==> config.mk <==
export PLATFORM = sky130hd
export DESIGN_NAME = baud_timer_pair
export DESIGN_NICKNAME = d
export VERILOG_FILES = /design/src/rtl/baud_pkg.sv /design/src/rtl/baud_prescale.sv /design/src/rtl/baud_regs.sv /design/src/rtl/baud_chan.sv /design/src/rtl/baud_timer_pair.sv
export SDC_FILE = /design/constraint.sdc
export NUM_CORES = 1
export LEC_CHECK = 0
export BUFFER_PORTS_ARGS = -buffer_cell sky130_fd_sc_hd__clkbuf_2
export CAP_MARGIN = 10
export CORE_MARGIN = 2
export CORE_UTILIZATION = 30
export CTS_CLUSTER_SIZE = 25
export DETAILED_ROUTE_END_ITERATION = 12
export GPL_TIMING_DRIVEN = 1
export MAX_ROUTING_LAYER = met4
export PLACE_DENSITY_LB_ADDON = 0.25
export SLEW_MARGIN = 30
export SYNTH_ARGS = -nofsm -noshare
export SYNTH_HDL_FRONTEND = slang
export SYNTH_SLANG_ARGS = --single-unit
==> constraint.sdc <==
create_clock -name clk -period 2.2 [get_ports clk]
set_input_delay 0.44 -clock clk [delete_from_list [all_inputs] [get_ports clk]]
set_output_delay 0.44 -clock clk [all_outputs]
set_load 0.01 [all_outputs]
==> src/rtl/baud_pkg.sv <==
package baud_pkg;
  localparam int BYTE_W   = 8;
  localparam int DIV_W    = 2 * BYTE_W;
  localparam int N_CH     = 2;
  localparam int SEL_W    = 3;
  localparam int N_SRC    = 1 << SEL_W;
  localparam int ADDR_W   = 3;
  localparam int CTRL_FLD = BYTE_W / N_CH;

  // source vector bit positions (equal to the select code)
  localparam int SRC_SYS16  = 0;
  localparam int SRC_X1     = 4;
  localparam int SRC_X1HALF = 5;
  localparam int SRC_PIN    = 6;
  localparam int SRC_GIN    = 7;

  localparam logic [ADDR_W-1:0] ADDR_CTRL = 3'b000;
endpackage

==> src/rtl/baud_prescale.sv <==
module baud_prescale
  import baud_pkg::*;
#(
  parameter int TAP_BASE = 4,
  parameter int N_TAPS   = 4
) (
  input  logic              clk,
  input  logic              rst_n,
  input  logic              x1_en,
  output logic [N_TAPS-1:0] sys_en,
  output logic              x1_half
);
  localparam int PRE_W = TAP_BASE + N_TAPS - 1;

  logic [PRE_W-1:0] pre_cnt;
  logic             x1_phase;

  always_ff @(posedge clk) begin
    if (!rst_n) begin
      pre_cnt  <= '0;
      x1_phase <= 1'b0;
    end else begin
      pre_cnt <= pre_cnt + 1'b1;
      if (x1_en) x1_phase <= ~x1_phase;
    end
  end

  // tap g fires once every 2**(TAP_BASE+g) system clocks
  for (genvar g = 0; g < N_TAPS; g++) begin : g_tap
    assign sys_en[g] = &pre_cnt[TAP_BASE-1+g:0];
  end

  assign x1_half = x1_en & x1_phase;

  // every slower tap lands on a faster one
  a_r4_taps_nest: assert property (@(posedge clk) disable iff (!rst_n)
    sys_en[N_TAPS-1] |-> (&sys_en));
  a_r4_half_subset: assert property (@(posedge clk) disable iff (!rst_n)
    x1_half |-> x1_en);
  a_r4_half_alternates: assert property (@(posedge clk) disable iff (!rst_n)
    x1_half |=> (!x1_half));
endmodule

==> src/rtl/baud_regs.sv <==
module baud_regs
  import baud_pkg::*;
(
  input  logic                       clk,
  input  logic                       rst_n,
  input  logic                       wr_en,
  input  logic [ADDR_W-1:0]          wr_addr,
  input  logic [BYTE_W-1:0]          wr_data,
  output logic [N_CH-1:0]            run,
  output logic [N_CH-1:0][SEL_W-1:0] sel,
  output logic [N_CH-1:0][DIV_W-1:0] div
);
  logic [BYTE_W-1:0] ctrl_q;

  always_ff @(posedge clk) begin
    if (!rst_n)                              ctrl_q <= '0;
    else if (wr_en && wr_addr == ADDR_CTRL)  ctrl_q <= wr_data;
  end

  for (genvar g = 0; g < N_CH; g++) begin : g_ch
    logic [BYTE_W-1:0] lo_q, hi_q;
    logic              hit;

    assign hit = wr_en && wr_addr[2] && (wr_addr[1] == g[0]);

    always_ff @(posedge clk) begin
      if (!rst_n) begin
        lo_q <= '0;
        hi_q <= '0;
      end else if (hit) begin
        if (wr_addr[0]) hi_q <= wr_data;
        else            lo_q <= wr_data;
      end
    end

    assign div[g] = {hi_q, lo_q};
    assign run[g] = ctrl_q[g*CTRL_FLD + SEL_W];
    assign sel[g] = ctrl_q[g*CTRL_FLD +: SEL_W];
  end

  // the three spare addresses leave all state untouched
  a_r2_spare_addr: assert property (@(posedge clk) disable iff (!rst_n)
    (wr_en && !wr_addr[2] && wr_addr != ADDR_CTRL) |=>
      ($stable(ctrl_q) && $stable(div)));
endmodule

==> src/rtl/baud_chan.sv <==
module baud_chan
  import baud_pkg::*;
#(
  parameter int SUB_LOG2 = 4
) (
  input  logic             clk,
  input  logic             rst_n,
  input  logic             run,
  input  logic [SEL_W-1:0] sel,
  input  logic [DIV_W-1:0] div,
  input  logic [N_SRC-1:0] src_vec,
  output logic             tick16,
  output logic             tick1
);
  logic [DIV_W-1:0]    cnt_q;
  logic [DIV_W-1:0]    reload;
  logic [SUB_LOG2-1:0] sub_q;
  logic                src_en;
  logic                at_tc;

  // a divisor of 0 wraps to all ones, giving 65536 counts
  assign reload = div - 1'b1;
  assign src_en = src_vec[sel];
  assign at_tc  = (cnt_q == '0);
  assign tick16 = run & src_en & at_tc;
  assign tick1  = tick16 & (&sub_q);

  always_ff @(posedge clk) begin
    if (!rst_n) begin
      cnt_q <= '1;
      sub_q <= '0;
    end else if (!run) begin
      cnt_q <= reload;
      sub_q <= '0;
    end else if (src_en) begin
      cnt_q <= at_tc ? reload : cnt_q - 1'b1;
      if (at_tc) sub_q <= sub_q + 1'b1;
    end
  end

  // a stopped counter stays preloaded and its 1x stage stays cleared
  a_r7_stopped_preload: assert property (@(posedge clk) disable iff (!rst_n)
    !run |=> (cnt_q == $past(reload)));
  a_r9_sub_cleared: assert property (@(posedge clk) disable iff (!rst_n)
    !run |=> (sub_q == '0));
  // one step down per source strobe
  a_r5_step_down: assert property (@(posedge clk) disable iff (!rst_n)
    (run && src_en && !at_tc) |=> (cnt_q == $past(cnt_q) - 1'b1));
  // the reload uses the divisor seen at terminal count
  a_r8_reload_value: assert property (@(posedge clk) disable iff (!rst_n)
    tick16 |=> (cnt_q == $past(reload)));
  // no movement without a strobe
  a_r5_idle_hold: assert property (@(posedge clk) disable iff (!rst_n)
    (run && !src_en) |=> $stable(cnt_q) && $stable(sub_q));
endmodule

==> src/rtl/baud_timer_pair.sv <==
module baud_timer_pair
  import baud_pkg::*;
(
  input  logic              clk,
  input  logic              rst_n,
  input  logic              wr_en,
  input  logic [ADDR_W-1:0] wr_addr,
  input  logic [BYTE_W-1:0] wr_data,
  input  logic              x1_en,
  input  logic [N_CH-1:0]   pin_en,
  input  logic [N_CH-1:0]   gin_en,
  output logic [N_CH-1:0]   tick16,
  output logic [N_CH-1:0]   tick1
);
  localparam int N_TAPS = SRC_X1;

  logic [N_CH-1:0]            run;
  logic [N_CH-1:0][SEL_W-1:0] sel;
  logic [N_CH-1:0][DIV_W-1:0] div;
  logic [N_TAPS-1:0]          sys_en;
  logic                       x1_half;

  baud_regs u_regs (
    .clk     (clk),
    .rst_n   (rst_n),
    .wr_en   (wr_en),
    .wr_addr (wr_addr),
    .wr_data (wr_data),
    .run     (run),
    .sel     (sel),
    .div     (div)
  );

  baud_prescale #(.TAP_BASE(4), .N_TAPS(N_TAPS)) u_pre (
    .clk     (clk),
    .rst_n   (rst_n),
    .x1_en   (x1_en),
    .sys_en  (sys_en),
    .x1_half (x1_half)
  );

  for (genvar g = 0; g < N_CH; g++) begin : g_ch
    logic [N_SRC-1:0] src_vec;

    assign src_vec[SRC_SYS16 +: N_TAPS] = sys_en;
    assign src_vec[SRC_X1]              = x1_en;
    assign src_vec[SRC_X1HALF]          = x1_half;
    assign src_vec[SRC_PIN]             = pin_en[g];
    assign src_vec[SRC_GIN]             = gin_en[g];

    baud_chan #(.SUB_LOG2(4)) u_chan (
      .clk     (clk),
      .rst_n   (rst_n),
      .run     (run[g]),
      .sel     (sel[g]),
      .div     (div[g]),
      .src_vec (src_vec),
      .tick16  (tick16[g]),
      .tick1   (tick1[g])
    );

    // a bit enable never appears without its sampling enable
    a_r9_tick1_on_tick16: assert property (@(posedge clk) disable iff (!rst_n)
      tick1[g] |-> tick16[g]);
    // a stopped counter is silent
    a_r7_silent_when_stopped: assert property (@(posedge clk) disable iff (!rst_n)
      $past(!run[g]) && !run[g] |-> !tick16[g]);
  end
endmodule

# [Yosys cells after proc, flatten, opt, wreduce, memory -nomap -nowiden]
# Index checks and enable logic that the tools add are counted.
[totals] register_bits=88 input_bits=19 out_inout_bits=4 elab_cells=63
[classes] n_addsub=7 n_lt_le_gt_ge=2 n_eq_ne=2 mux=10 bitwise=10 reduce_logical=21
[op_table] cell="two-way mux 16 bit" n=6
[op_table] cell="subtractor 16 x 1 -> 16 bit, second input constant" n=4
[op_table] cell="logical NOT 16 bit" n=2
[op_table] cell="AND reduction 2 bit" n=8
[op_table] cell="AND reduction 4 bit" n=3
[op_table] cell="adder 4 x 1 -> 4 bit, second input constant" n=2
[op_table] cell="less-than comparator 3 x 4 -> 1 bit, second input constant" n=2
[op_table] cell="adder 7 x 1 -> 7 bit, second input constant" n=1
[op_table] cell="bitwise AND 1 bit" n=7
[op_table] cell="AND reduction 7 bit" n=1
[op_table] cell="binary-select mux 1 bit (select 3 bit)" n=2
[op_table] cell="AND reduction 6 bit" n=1
[op_table] cell="AND reduction 5 bit" n=1
[op_table] cell="logical AND 1 bit" n=4
[op_table] cell="!= test 2 x 1 -> 1 bit, second input constant" n=2
[op_table] cell="logical NOT 3 bit" n=1
[op_table] cell="NOT 1 bit" n=3
[op_table] cell="two-way mux 1 bit" n=2

# [Logic depth before layout (Yosys ltp)]
[logic_depth] depth_word=6 mapped_depth=10 mapped_depth_nobuf=9

# [Hierarchy]
# Synthesis repeated with hierarchy kept, for this count alone.
[unflattened] hier_cells=600 area_unflattened_um2=5038.6
[modules_own_cells] module="baud_chan" instances=2 cells_each=213 area_each_um2=1615.3 seq_area_each_um2=400.4
[modules_own_cells] module="baud_regs" instances=1 cells_each=142 area_each_um2=1471.4 seq_area_each_um2=800.8
[modules_own_cells] module="baud_prescale" instances=1 cells_each=32 area_each_um2=336.6 seq_area_each_um2=160.2

# [Worst setup path before layout]
# Ideal clock, no wire load.
[synth_timing] kind="reg2out" startpoint="reg u_pre.pre_cnt[0]" endpoint="out tick1[0]" t_arrival_ps=1910 required_time_ps=1760 setup_slack_ps=-150 stages_incl_launch_ff=10 path_buffers=1 path_cell_list="dfxtp_1 > ha_1 > and3_1 > ha_1 > nand2_1 > a211oi_1 > nor3_2 > and4b_1 > and4_1 > buf_4"
[synth_between] elab_chain_len=6 elab_cells_between_ends=9 cone_classes="2 x mux; 3 x bitwise; 4 x reduce/logical"
[synth_lines] item="from (decl)" line="baud_prescale.sv:15" rtl="logic [PRE_W-1:0] pre_cnt;"
[synth_lines] item="from (signal assigned)" line="baud_prescale.sv:23" rtl="pre_cnt <= pre_cnt + 1'b1;"
[synth_lines] item="AND reduction 7 bit (tied with other cells)" line="baud_prescale.sv:30" rtl="assign sys_en[g] = &pre_cnt[TAP_BASE-1+g:0];"
[synth_lines] item="binary-select mux 1 bit (select 3 bit) *" line="baud_chan.sv:23" rtl="assign src_en = src_vec[sel];"
[synth_lines] item="two-way mux 1 bit (implied by the code) *" line="baud_chan.sv:23"
[synth_lines] item="bitwise AND 1 bit * (2 in series)" line="baud_chan.sv:25" rtl="assign tick16 = run & src_en & at_tc;"
[synth_lines] item="net g_ch[0].u_chan.tick16" line="baud_chan.sv:12" rtl="output logic tick16,"
[synth_lines] item="bitwise AND 1 bit *" line="baud_chan.sv:26" rtl="assign tick1 = tick16 & (&sub_q);"
[synth_lines] item="to (decl)" line="baud_timer_pair.sv:13" rtl="output logic [N_CH-1:0] tick1"
# The timed path passes the listed nets; every way through them passes the cells marked *. The select of a mux whose other input is x is not followed.

# [Worst setup path in the final report]
[layout_timing] startpoint="reg u_pre.pre_cnt[1]" endpoint="out tick1[1]"
[layout_between] elab_chain_len=6 elab_cells_between_ends=9 cone_classes="2 x mux; 3 x bitwise; 4 x reduce/logical"
[layout_lines] item="AND reduction 7 bit (tied with other cells)" line="baud_prescale.sv:30"
[layout_lines] item="binary-select mux 1 bit (select 3 bit) *" line="baud_chan.sv:23"
[layout_lines] item="two-way mux 1 bit (implied by the code) *" line="baud_chan.sv:23"
[layout_lines] item="bitwise AND 1 bit * (2 in series)" line="baud_chan.sv:25"
[layout_lines] item="bitwise AND 1 bit *" line="baud_chan.sv:26"
# Every way passes the cells marked *; elsewhere a longest branch is shown, timed or not. The select of a mux whose other input is x is not followed.

==> out/results.md <==
- **run status** complete, but fails checks
- **violated checks** negative setup slack
- **kind of critical path** flop to output pin
- **Data required, critical path** 1.76 ns
- **count leader, synth** sky130_fd_sc_hd__nand2_1
- **Worst Setup Start Kind** flop
- **number of synthesized flops with an enable pin** 0
- **pin count of the biggest net entering global routing** 62
- **total negative slack for setup checks** -1.46 ns
- **Clock Sinks** 88
- **total standard cell area after synthesis** 0.00509 mm^2
- **floorplan die area** 0.0180 mm^2
- **detail-routed via count per cell** 5.04
- **Port Buffers** 22
- **number of H-tree branching levels** 3
- **final total power** 3.80 mW
- **post-synthesis cell type count** 69
- **start point of the critical path** u_pre.pre_cnt[1]
- **Post-Synthesis Net Count** 686
- **Vert. Die Dim** 134 um
- **Synth Instances** 657
- **proportion of synthesized flip-flops having asynchronous set or reset** 0
- **antenna violations before repair** 0
- **worst hold start** wr_data[7]
- **non-filler cells, final** 942
- **CP Cell Sequence** ha_4 > and3_4 > ha_4 > and3b_1 > a21oi_2 > a22oi_2 > and4_1 > and4_1 > buf_2
- **DR iter-0 viols** 265
- **placeable core area** 0.0166 mm^2
- **number of cells traversed by the worst register-to-register path** 9
- **dominant synthesized flop cell** sky130_fd_sc_hd__dfxtp_1
- **clock tree buffer depth** 2
- **placed inst area** 0.00580 mm^2
- **Routed WL** 13.4 mm
- **number of vias after detailed routing** 4744
- **DRT Pass-1 Iters** 4
- **count of hold buffers inserted by post-cts repair** 0
- **share of final-layout standard cells stronger than drive strength 1** 0.186
- **post-CTS clock slew at the launch and capture registers of the worst setup and hold paths** 0.07 ns
- **Critical Path Max Stage Delay** 0.35 ns
- **kind of end point of the critical path** output pin
- **CP Max Fanout** 2
- **top-area cell type share of the netlist area** 0.346
- **cell total after placement** 922
- **count of nets after finishing** 746
- **areal power density over the cells** 614 mW/mm^2
- **remaining max-slew budget at the tightest pin** 0.650
- **Data arrival, critical path** 2.18 ns
- **Reg2Reg Setup Slack** 0.09 ns
- **via count of the first global-routing pass** 4583
- **Final Max Slew Viols** 0
- **layout overhead on the synthesized area** 21.5%
- **clock period minus final worst setup slack** 2.62 ns
- **transition time of the tightest slew-check pin** 0.520 ns
- **All-Layer GR Usage** 0.158
- **post-synthesis sequential element count** 88
- **Die Wd** 134 um
- **number of nets with antenna violations after routing** 0
- **final non-filler cell area** 0.00619 mm^2
- **row cnt** 47
- **standard cell with the maximum stage delay on the critical path** sky130_fd_sc_hd__dfxtp_2
- **clock buffers created by TritonCTS** 9
- **main area contributors after synthesis** sky130_fd_sc_hd__dfxtp_1, sky130_fd_sc_hd__nand2_1, sky130_fd_sc_hd__a21boi_0
- **leading cell types by count after synthesis** sky130_fd_sc_hd__nand2_1, sky130_fd_sc_hd__dfxtp_1, sky130_fd_sc_hd__nor2_1
- **global-route wire length before repair** 22.5 mm
- **placer congestion estimate** 0.882
- **worst-case vdd ir drop** 294 uV
- **RSZ-0062 raised after global routing** true
- **destination of the worst register-to-register timing path** g_ch[1].u_chan.cnt_q[15]
- **count of endpoints failing hold in the final timing report** 0
- **Tcrit/Tclk final** 1.19
- **number of warnings printed during yosys synthesis** 0
- **launching point of the worst reg2reg path** g_ch[1].u_chan.cnt_q[0]
- **path class of the lowest-slack min-delay path** input port to flop
- **TritonCTS clock tree** built
- **average footprint of a synthesized cell** 7.75 um^2
- **total of endpoints with negative setup slack in the final report** 4
- **max-capacitance violation count** 0
- **clock insertion delay at the later pin of the skew report** 0.34 ns
- **fmax** 381 MHz
- **Yosys top cell by area** sky130_fd_sc_hd__dfxtp_1
- **remaining design rule violation count** 0
- **Hold Path Cell Cnt** 3
- **HPWL after detailed placement** 10.3 mm
- **fin worst setup slack** -0.423 ns
- **global-route congestion overflow total** 0
- **final setup skew** 0.00661 ns
- **sequential element share of the synthesized area** 0.346
- **total leakage power** 2.33 nW
- **starting utilization of the core area** 0.307
- **boundary pin count** 23
- **number of antenna cells inserted** 0
- **Root Driver** sky130_fd_sc_hd__clkbuf_16
- **mean routed wirelength per cell** 14.3 um
- **Hold Path Sink** u_regs.ctrl_q[7]
cell type report:
type                       count  area, um^2
fill                        1776       10400
multi-input combinational    516        3170
sequential                    88        1760
timing repair buffer          82         597
tap                          220         275
clock buffer                  10         239
inverter                      20        75.1
clock inverter                 6        68.8
power by group:
group          leakage [nW]  switching [mW]  total (mW)  internal, mW
registers             0.717          0.0658        1.73          1.67
clock network         0.137           0.657        1.57         0.913
logic                  1.48           0.272       0.494         0.223
timing repair:
action	in CTS	in global routing
setup buffers	2	2
pin swaps	3	2
endpoints found under the setup margin	5	30
resized for setup	7	11
sequential cells by signal (all words and copies together) (netlist names):
| name | flops |
|---|---|
| g_ch.u_chan.cnt_q | 32 |
| u_regs.g_ch.hi_q | 16 |
| u_regs.g_ch.lo_q | 16 |
| g_ch.u_chan.sub_q | 8 |
| u_regs.ctrl_q | 8 |
| u_pre.pre_cnt | 7 |
| u_pre.x1_phase | 1 |
cell usage in the layout (no fill, tap or decap), drive strengths merged, types with 9 or more instances in the layout:
| cell | synthesis | layout |
|---|---|---|
| nand2 | 117 | 117 |
| dfxtp | 88 | 88 |
| buf | 10 | 64 |
| nor2 | 51 | 51 |
| a21boi | 42 | 42 |
| o21ai | 38 | 38 |
| nand3 | 34 | 34 |
| a21oi | 30 | 30 |
| clkbuf | 23 | 28 |
| nor3 | 22 | 22 |
| inv | 20 | 20 |
| xor2 | 20 | 20 |
| xnor2 | 13 | 13 |
| nor4 | 12 | 12 |
| and2 | 10 | 10 |
| ha | 10 | 10 |
| nand4 | 9 | 9 |
| nand2b | 9 | 9 |
metal layers:
layer / share of wire / GRT usage / routed length (um) / up-vias
met5: 0 / - / 0 / -
met4: 0.0070 / 0.0316 / 94 / 0
met3: 0.034 / 0.0227 / 455 / 6
met2: 0.48 / 0.259 / 6410 / 65
met1: 0.48 / 0.207 / 6480 / 2230
li1: - / - / - / 2443
stage by stage:
stage / util / hold WS [ns] / setup WS [ns]
2_1_floorplan: - / 0.419 / 0.00846
3_3_place_gp: 0.350 / 0.462 / -0.113
3_5_place_dp: 0.350 / 0.468 / -0.113
4_1_cts: 0.371 / 0.424 / -0.491
5_1_grt: 0.373 / 0.441 / -0.566
6_report: 0.373 / 0.430 / -0.423
cells by family after synthesis:
kind of cell,share of synthesized area
simple gates,0.318
compound gates,0.198
flops,0.346
buf+inv,0.0447
xor+xnor,0.0568
fa+ha+maj,0.0246
mux,0.0120
worst max-delay path, delay by kind of cell, from the launching register on:
kind                     cells  cell delay (ns)
AO/OA/AOI/OAI                2             0.31
flip-flops                   1             0.35
buffers and inverters        1             0.12
adder cells (fa/ha/maj)      2             0.25
AND/OR/NAND/NOR              4             0.80
how the worst max path moves through the flow:
| stage | slack, ns | endpoint | cells after the start |
|---|---|---|---|
| 3_5_place_dp | -0.11 | tick1[1] | 9 |
| 4_1_cts | -0.49 | tick1[1] | 9 |
| 2_1_floorplan | 0.008 | tick1[0] | 9 |
| 5_1_grt | -0.57 | tick1[1] | 9 |
| 6_report | -0.42 | tick1[1] | 9 |
| 3_3_place_gp | -0.11 | tick1[1] | 9 |
No activity file was read; power rests on OpenSTA's default activity.
